==> src/rtl/tmr16_pkg.sv <==
package tmr16_pkg;
  localparam int PS_W = 2;

  typedef enum logic [1:0] {
    REG_CTRL   = 2'd0,
    REG_CNT_LO = 2'd1,
    REG_CNT_HI = 2'd2,
    REG_STAT   = 2'd3
  } reg_addr_e;

  typedef struct packed {
    logic [PS_W-1:0] ps;
    logic            sync_en;
    logic            src_ext;
    logic            run;
  } ctrl_t;
endpackage

==> src/rtl/tmr16_tick_src.sv <==
module tmr16_tick_src #(
  parameter int TICK_DIV    = 4,
  parameter int SYNC_STAGES = 2
) (
  input  logic clk,
  input  logic rst,
  input  logic restart,
  input  logic ext_in,
  input  logic src_ext,
  input  logic sync_en,
  output logic tick
);
  localparam int DIV_W = (TICK_DIV > 1) ? $clog2(TICK_DIV) : 1;
  localparam logic [DIV_W-1:0] DIV_LAST = DIV_W'(TICK_DIV - 1);

  logic [DIV_W-1:0]     div_q;
  logic [SYNC_STAGES:0] sync_q;
  logic                 direct_q;
  logic                 int_tick, sync_edge, direct_edge;

  // free-running instruction tick, restarted by a counter load
  always_ff @(posedge clk) begin
    if (rst || restart) div_q <= '0;
    else if (div_q == DIV_LAST) div_q <= '0;
    else div_q <= div_q + 1'b1;
  end
  assign int_tick = (div_q == DIV_LAST);

  // synchronizer chain plus one history stage for edge detect
  always_ff @(posedge clk) begin
    if (rst) sync_q <= '0;
    else     sync_q <= {sync_q[SYNC_STAGES-1:0], ext_in};
  end
  assign sync_edge = sync_q[SYNC_STAGES-1] & ~sync_q[SYNC_STAGES];

  always_ff @(posedge clk) begin
    if (rst) direct_q <= 1'b0;
    else     direct_q <= ext_in;
  end
  assign direct_edge = ext_in & ~direct_q;

  always_comb begin
    if (!src_ext)     tick = int_tick;
    else if (sync_en) tick = sync_edge;
    else              tick = direct_edge;
  end

  AST_SYNC_EDGE_GAP: assert property (@(posedge clk) disable iff (rst)
    (src_ext && sync_en && tick) |=> !(src_ext && sync_en && tick));
endmodule

==> src/rtl/tmr16_prescale.sv <==
module tmr16_prescale import tmr16_pkg::*; (
  input  logic            clk,
  input  logic            rst,
  input  logic            clear,
  input  logic            tick_in,
  input  logic [PS_W-1:0] sel,
  output logic            tick_out
);
  localparam int CNT_W = (1 << PS_W) - 1;

  logic [CNT_W-1:0] pcnt_q;
  logic [CNT_W-1:0] mask;
  logic             at_end;

  assign mask     = CNT_W'((1 << sel) - 1);
  assign at_end   = ((pcnt_q & mask) == mask);
  assign tick_out = tick_in && at_end && !clear;

  always_ff @(posedge clk) begin
    if (rst || clear)  pcnt_q <= '0;
    else if (tick_in)  pcnt_q <= at_end ? '0 : pcnt_q + 1'b1;
  end

  AST_PS_UNITY: assert property (@(posedge clk) disable iff (rst)
    (sel == '0 && tick_in && !clear) |-> tick_out);
  AST_PS_CLEARED: assert property (@(posedge clk) disable iff (rst)
    clear |=> (pcnt_q == '0));
endmodule

==> src/rtl/tmr16_regs.sv <==
module tmr16_regs import tmr16_pkg::*; #(
  parameter int DW = 8
) (
  input  logic          clk,
  input  logic          rst,
  input  logic          wr_en,
  input  logic          rd_en,
  input  logic [1:0]    addr,
  input  logic [DW-1:0] wdata,
  input  logic          inc,
  output ctrl_t         ctrl,
  output logic          load,
  output logic [DW-1:0] rdata,
  output logic          flag
);
  localparam int CW = 2 * DW;

  logic [CW-1:0] count_q;
  logic [DW-1:0] hi_wbuf_q, hi_rbuf_q;
  logic          clr_wr, wrap;
  reg_addr_e     sel;

  assign sel    = reg_addr_e'(addr);
  assign load   = wr_en && (sel == REG_CNT_LO);
  assign clr_wr = wr_en && (sel == REG_STAT) && !wdata[0];
  assign wrap   = inc && !load && (count_q == {CW{1'b1}});

  always_ff @(posedge clk) begin
    if (rst) ctrl <= '0;
    else if (wr_en && sel == REG_CTRL)
      ctrl <= '{ps: wdata[5:4], sync_en: wdata[2], src_ext: wdata[1], run: wdata[0]};
  end

  always_ff @(posedge clk) begin
    if (rst) hi_wbuf_q <= '0;
    else if (wr_en && sel == REG_CNT_HI) hi_wbuf_q <= wdata;
  end

  always_ff @(posedge clk) begin
    if (rst)       count_q <= '0;
    else if (load) count_q <= {hi_wbuf_q, wdata};
    else if (inc)  count_q <= count_q + 1'b1;
  end

  always_ff @(posedge clk) begin
    if (rst)         flag <= 1'b0;
    else if (wrap)   flag <= 1'b1;
    else if (clr_wr) flag <= 1'b0;
  end

  always_ff @(posedge clk) begin
    if (rst) begin
      rdata     <= '0;
      hi_rbuf_q <= '0;
    end else if (rd_en) begin
      unique case (sel)
        REG_CTRL:   rdata <= {{(DW-6){1'b0}}, ctrl.ps, 1'b0, ctrl.sync_en, ctrl.src_ext, ctrl.run};
        REG_CNT_LO: begin
          rdata     <= count_q[DW-1:0];
          hi_rbuf_q <= count_q[CW-1:DW];
        end
        REG_CNT_HI: rdata <= hi_rbuf_q;
        REG_STAT:   rdata <= {{(DW-1){1'b0}}, flag};
        default:    rdata <= '0;
      endcase
    end
  end

  AST_HOLD_WHEN_OFF: assert property (@(posedge clk) disable iff (rst)
    (!ctrl.run && !load) |=> $stable(count_q));
  AST_WRAP_SETS: assert property (@(posedge clk) disable iff (rst)
    wrap |=> (flag && count_q == '0));
  AST_FLAG_STICKY: assert property (@(posedge clk) disable iff (rst)
    (flag && !clr_wr) |=> flag);
  AST_WRAP_BEATS_CLEAR: assert property (@(posedge clk) disable iff (rst)
    (wrap && clr_wr) |=> flag);
  AST_LOAD_PAIR: assert property (@(posedge clk) disable iff (rst)
    load |=> (count_q == {$past(hi_wbuf_q), $past(wdata)}));
endmodule

==> src/rtl/ptimer16.sv <==
module ptimer16 import tmr16_pkg::*; #(
  parameter int DW          = 8,
  parameter int TICK_DIV    = 4,
  parameter int SYNC_STAGES = 2
) (
  input  logic          clk,
  input  logic          rst,
  input  logic          ext_in,
  input  logic          wr_en,
  input  logic          rd_en,
  input  logic [1:0]    addr,
  input  logic [DW-1:0] wdata,
  output logic [DW-1:0] rdata,
  output logic          ovf_flag
);
  ctrl_t ctrl;
  logic  load, raw_tick, gated_tick, inc;

  tmr16_tick_src #(.TICK_DIV(TICK_DIV), .SYNC_STAGES(SYNC_STAGES)) u_src (
    .clk(clk), .rst(rst), .restart(load), .ext_in(ext_in),
    .src_ext(ctrl.src_ext), .sync_en(ctrl.sync_en), .tick(raw_tick));

  assign gated_tick = raw_tick & ctrl.run;

  tmr16_prescale u_ps (
    .clk(clk), .rst(rst), .clear(load), .tick_in(gated_tick),
    .sel(ctrl.ps), .tick_out(inc));

  tmr16_regs #(.DW(DW)) u_regs (
    .clk(clk), .rst(rst), .wr_en(wr_en), .rd_en(rd_en), .addr(addr),
    .wdata(wdata), .inc(inc), .ctrl(ctrl), .load(load),
    .rdata(rdata), .flag(ovf_flag));
endmodule

==> config.mk <==
export PLATFORM = sky130hd
export DESIGN_NAME = ptimer16
export DESIGN_NICKNAME = d
export VERILOG_FILES = /design/src/rtl/tmr16_pkg.sv /design/src/rtl/tmr16_tick_src.sv /design/src/rtl/tmr16_prescale.sv /design/src/rtl/tmr16_regs.sv /design/src/rtl/ptimer16.sv
export SDC_FILE = /design/constraint.sdc
export NUM_CORES = 1
export LEC_CHECK = 0
export BUFFER_PORTS_ARGS = -buffer_cell sky130_fd_sc_hd__buf_2
export CAP_MARGIN = 30
export CORE_MARGIN = 4
export CORE_UTILIZATION = 58
export CTS_CLUSTER_SIZE = 28
export DETAILED_ROUTE_END_ITERATION = 12
export PLACE_DENSITY = 0.78
export SYNTH_ARGS = -nofsm -noshare
export SYNTH_HDL_FRONTEND = slang
export SYNTH_HIERARCHICAL = 1
export SYNTH_SLANG_ARGS = --single-unit
export TNS_END_PERCENT = 30
==> constraint.sdc <==
create_clock -name clk -period 2.85 [get_ports clk]
set_clock_uncertainty 0.1 [all_clocks]
set_input_delay 0.285 -clock clk [delete_from_list [all_inputs] [get_ports clk]]
set_output_delay 0.285 -clock clk [all_outputs]
set_load 0.02 [all_outputs]
# --- Word-level counts from Yosys, hierarchy flattened ---
# Cells that the tools add are included.
word_totals:
  ff_bits: 55
  input_bits: 15
  output_inout_bits: 9
  wordCells: 55
op_classes:
  n_addsub: 4
  n_eq_ne: 6
  shift: 1
  n_mux: 8
  bitwise: 6
  n_reduce_logical: 17
ops:
  columns: ["cell", "count"]
  rows:
  - ["$mux W16", 2]
  - ["$pmux W8 S4", 1]
  - ["$add A16 B1 Y16 const B", 1]
  - ["$eq A16 B16 Y1 const B", 1]
  - ["$logic_and A1 B1 Y1", 9]
  - ["$eq A2 B2 Y1 const B", 3]
  - ["$mux W1", 4]
  - ["$reduce_bool A2 Y1", 2]
  - ["$add A3 B1 Y3 const B", 1]
  - ["$and A1 B1 Y1", 3]
  - ["$and A3 B3 Y3", 1]
  - ["$eq A3 B3 Y1", 1]
  - ["$mux W3", 1]
  - ["$shl A1 B2 Y3 const A", 1]
  - ["$sub A3 B2 Y3 const B", 1]
  - ["$add A2 B1 Y2 const B", 1]
  - ["$eq A2 B1 Y1 const B", 1]
  - ["$logic_not A1 Y1", 2]
  - ["$logic_not A2 Y1", 1]
  - ["$not A1 Y1", 2]
  - ["$reduce_and A2 Y1", 1]
  - ["$reduce_or A2 Y1", 1]
  - ["$logic_or A1 B1 Y1", 1]

# --- Depth between registers and ports, before layout ---
depth:
  word_depth: 10
  ltp_mapped: 11
  ltp_nobuf: 10

# --- By module ---
# Netlist, hierarchy kept.
by_module_without_submodules:
  columns: ["module", "n_inst", "cells_each", "area_each_um2", "seq_area_each_um2"]
  rows:
  - ["tmr16_regs", 1, 233, 2129.5, 920.9]
  - ["tmr16_prescale", 1, 17, 183.9, 60.1]
  - ["tmr16_tick_src", 1, 15, 172.7, 100.1]
  - ["ptimer16", 1, 1, 6.3, 0.0]

# --- Worst setup path after synthesis ---
# No wires, ideal clock.
synth_path:
  path_type: "register to register"
  startpoint: "register u_regs/ctrl[2] (netlist name)"
  endpoint: "register u_regs.count_q[15]"
  setup_ns: 0.088
  arrival_ns: 2.227
  t_required_ns: 2.662
  setup_slack_ns: 0.435
  path_stages_with_launch: 11
  n_path_buf: 1
  period_less_slack_ns: 2.415
  path_cell_list: "dfxtp_1 > or3b_1 > a31oi_1 > and2_1 > o21a_1 > and3b_2 > buf_2 > nand3_1 > nor2_2 > nand3b_1 > a311oi_2"
synth_via:
  elab_chain_len: 6
synth_lines:
  columns: ["element", "line", "rtl"]
  rows:
  - ["$mux W1", "tmr16_tick_src.sv:44", "else if (sync_en) tick = sync_edge;"]
  - ["$mux W1", "tmr16_tick_src.sv:43", "if (!src_ext) tick = int_tick;"]
  - ["via raw_tick", "ptimer16.sv:17", "logic load, raw_tick, gated_tick, inc;"]
  - ["$and A1 B1 Y1", "ptimer16.sv:23", "assign gated_tick = raw_tick & ctrl.run;"]
  - ["via gated_tick", "ptimer16.sv:17", null]
  - ["$logic_and A1 B1 Y1 (2 in a row)", "tmr16_prescale.sv:17", "assign tick_out = tick_in && at_end && !clear;"]
  - ["via inc", "ptimer16.sv:17", null]
  - ["$reduce_bool A2 Y1 (no line)", null, null]
  - ["to (signal assigned)", "tmr16_regs.sv:41", "else if (load) count_q <= {hi_wbuf_q, wdata};"]
  - ["to (signal assigned)", "tmr16_regs.sv:42", "else if (inc) count_q <= count_q + 1'b1;"]
  - ["to (decl)", "tmr16_regs.sv:18", "logic [CW-1:0] count_q;"]
# The timed path passes the listed nets, and every way through them passes these cells.
# A chain may end at the register's enable or synchronous reset.

# --- Worst setup path after layout ---
layout_path:
  startpoint: "register u_regs/ctrl[2] (netlist name)"
  endpoint: "register u_regs.flag"
layout_via:
  elab_chain_len: 8
layout_lines:
  columns: ["element", "line", "rtl"]
  rows:
  - ["$mux W1 (*)", "tmr16_tick_src.sv:44", null]
  - ["$mux W1 (*)", "tmr16_tick_src.sv:43", null]
  - ["via raw_tick", "ptimer16.sv:17", null]
  - ["$and A1 B1 Y1 (*)", "ptimer16.sv:23", null]
  - ["via gated_tick", "ptimer16.sv:17", null]
  - ["$logic_and A1 B1 Y1 (*) (2 in a row)", "tmr16_prescale.sv:17", null]
  - ["via inc", "ptimer16.sv:17", null]
  - ["$logic_and A1 B1 Y1 (*) (2 in a row)", "tmr16_regs.sv:26", "assign wrap = inc && !load && (count_q == {CW{1'b1}});"]
  - ["$mux W1 or $reduce_bool A2 Y1 (tied branches)", null, null]
  - ["to (signal assigned)", "tmr16_regs.sv:46", "if (rst) flag <= 1'b0;"]
  - ["to (signal assigned)", "tmr16_regs.sv:47", "else if (wrap) flag <= 1'b1;"]
  - ["to (signal assigned)", "tmr16_regs.sv:48", "else if (clr_wr) flag <= 1'b0;"]
  - ["to (decl)", "tmr16_regs.sv:14", "output logic flag"]
# The timed path passes the listed nets; every way through them passes the cells marked *.

==> summary.md <==
| Metric | Value |
|---|---|
| Gate Count Post-Synth | `~270` |
| Routed length per instance | `between 15 and 20 µm` |
| Clk root buf | `clkbuf_8` |
| Adder-cell share of the synthesized area | `0.0151` |
| Core Rows | `23` |
| Vias in the first global route | `1,777` |
| Initial Util | `0.610` |
| Max Clock Freq | `385 MHz` |
| Mux cell area share after synthesis | `0.0894` |
| DRT Pass-1 Iters | `4` |
| Count of pins over their slew limit | `0` |
| Sequential area share after synthesis | `0.434` |
| First-pass GRT wire length | `around 8700 µm` |
| Simple-gate area share of the yosys netlist | `0.234` |
| Final setup TNS | `0 ps` |
| Pin count of the biggest net entering global routing | `55` |
| Ant diodes | `0` |
| Crit-path leading delay family | `simple AND/OR/NAND/NOR gates` |
| Clock buffer depth | `2` |
| Syn Nets | `284` |
| Worst path depth | `9` |
| Mapped Avg Cell Area | `9.37 µm²` |
| Post-route clock period utilization | `0.911` |
| CTS tree | `built` |
| Leak | `1.02 nW` |
| Final Util | `0.667` |
| Max Cap Violations | `0` |
| WHS Path Cells | `2` |
| Clk_lat worst skew | `between 300 and 400 ps` |
| Starting DRT DRC Count | `144` |
| PwrDens | `roughly 530 mW/mm²` |
| Status | `completed` |
| Crit Path Max Fanout | `7` |
| CP startpoint kind | `flop` |
| Slowest-stage cell, CP | `dfxtp_1` |
| Core Footprint | `a little over 0.004 mm²` |
| Die width | `73.6 µm` |
| Unique masters post-synth | `42` |
| EDFF count, synth | `0` |
| IO Port Bufs | `23` |
| Synth Area in XOR/XNOR | `0.0492` |
| Gpl congestion | `~0.85` |
| Synth Flop Type | `dfxtp_1` |
| Final Hold Fails | `0` |
| Arrival time at the worst endpoint | `between 2000 and 3000 ps` |
| DP HPWL | `3650 µm` |
| Final Setup Violations | `0` |
| Min-Delay Path Class | `in -> reg` |
| Synth Area in Compound Gates | `0.143` |
| Main combinational cell family by area after synthesis | `simple AND/OR/NAND/NOR gates` |
| Post-synthesis cell area | `around 0.0025 mm²` |
| Clk slew on worst S/H paths | `~90 ps` |
| Share of cells above drive strength 1 | `0.188` |
| Die H | `between 70 and 80 µm` |
| Reg2reg path depth | `9` |
| Asr flop ratio synth | `0` |
| Post-Route WL | `between 5000 and 6000 µm` |
| Crit-path max cell delay | `350 ps` |
| Synth warnings | `6` |
| Die ar. | `0.00541 mm²` |
| Synthesis-to-layout area growth | `9.39%` |
| Global-route congestion overflow total | `0` |
| GRT Overall Usage | `0.210` |
| Final min period | `~2600 ps` |
| I/O pin count | `24` |
| Hold-fix buffers, CTS | `0` |
| RSZ-0062 raised after global routing | `no` |
| VDD IR-drop max | `about 420 µV` |
| Via count | `a little under 2,000` |
| Worst slew pin tran | `approximately 1000 ps` |
| CP Data Required Time | `roughly 3000 ps` |
| Layout Nets | `299` |
| FF+latch count, synth | `54` |
| Antenna Violating Nets Remaining | `0` |
| Setup crit end kind | `flop` |
| Rel. slew slack | `0.329` |
| Initial antenna violation count | `0` |
| CP Buf/Inv Count | `0` |
| Drt drc | `0` |
| Num Clock Sinks | `54` |
| H-tree Lvls | `2` |
| Number of buffers created by CTS | `5` |
| Critical path, cell by cell | `or3b_1 > a31oi_1 > and2_1 > o21a_1 > and3b_2 > nand2_1 > nor2_1 > nand4_1 > a21oi_1` |
| Fillcell total | `approximately 360` |
| Critical path class | `reg -> reg` |
| Post-DR vias/cell | `5.86` |
-- metal layers --
| metal | global-route usage | part of all wire |
|---|---|---|
| met1 | 0.306 | 0.48 |
| met4 | 0.0825 | 0.019 |
| met3 | 0.0451 | 0.052 |
| met5 | 0 | 0 |
| met2 | 0.300 | 0.45 |
-- timing repair --
item / in CTS / in global routing
resized for setup: 0 / 2
buffers inserted: 0 / 0
hold endpoints to repair: 0 / 0
setup endpoints to repair: 0 / 1
-- state kept, by name, summed over array words and instances (netlist names) --
register          flops
u_src/div_q           2
u_regs/ctrl           5
u_regs/count_q       16
u_regs/flag           1
u_ps/pcnt_q           3
u_regs/hi_wbuf_q      8
u_regs/rdata          8
u_src/sync_q          3
u_regs/hi_rbuf_q      8
-- cell type report --
type | instances | area, µm² | share of cell area
repair buffers | 25 | 130 | 0.0477
multi-input cells | 192 | 1330 | 0.488
inverters | 3 | 11.3 | 0.00413
well taps | 50 | 62.6 | 0.0229
clock buffers | 6 | 72.6 | 0.0266
flip-flops and latches | 54 | 1080 | 0.397
clock inverters | 2 | 37.5 | 0.0138
-- synth_stat cells, types with 4 or more instances --
cell,instances,area [µm²]
buf_2,9,45.0
clkbuf_1,7,26.3
dfxtp_1,54,1080
xor2_1,4,35.0
nand2_1,15,56.3
a21oi_1,13,65.1
nand3_1,13,65.1
mux2i_1,20,200
nor2b_1,6,37.5
a211oi_1,19,143
xnor2_1,10,87.6
nor2_1,46,173
-- cell usage in the layout (no fill, tap or decap), types with 2 or more instances in the layout --
master / instances
dfxtp_1: 54
buf_2: 23
nor2b_1: 6
xor2_1: 4
nor3_1: 3
nor2_1: 46
nor4_2: 3
a211oi_1: 19
a21oi_1: 13
inv_1: 3
ha_1: 3
nor4_1: 3
xnor2_1: 10
buf_4: 2
nand2_1: 15
nand4_4: 2
a22oi_1: 3
mux2i_1: 20
clkbuf_8: 5
a211oi_2: 3
nand4_1: 3
nand3b_1: 3
nand3_1: 12
a2111oi_2: 2
-- power by group --
group	leakage [nW]	switching [mW]	internal, mW	total (mW)
Combinational	0.524	0.0763	0.0525	0.129
Sequential	0.440	0.0302	0.783	0.814
Clock	0.0514	0.244	0.262	0.507
-- cell families after synthesis --
logic type / count (synthesis)
simple gates: 108
flops: 54
compound gates: 46
mux: 21
buf+inv: 20
xor+xnor: 14
fa+ha+maj: 3
-- path summary, 6_finish.rpt --
path | slack [ps] | to | from
hold reg to reg | 330 | u_src/div_q[0] | u_src/div_q[0]
setup reg to reg | 250 | u_regs/flag | u_regs/ctrl[2]
setup / recovery | 250 | u_regs/flag | u_regs/ctrl[2]
hold / removal | 100 | u_src/sync_q[0] | ext_in
-- metrics by stage --
stage | hold WS, ps | total power [mW] | area, µm² | cells | setup WS (ps)
2_1_floorplan | 257 | 0.917 | 2490 | 266 | 435
5_1_grt | 102 | 1.51 | 2730 | 332 | 48.2
3_5_place_dp | 327 | 0.959 | 2610 | 324 | 211
3_3_place_gp | 320 | 0.955 | 2610 | 324 | 286
4_1_cts | 94.9 | 1.46 | 2720 | 332 | 217
6_report | 103 | 1.45 | 2730 | 332 | 254
Note: power is estimated with default switching activity, not from simulation.
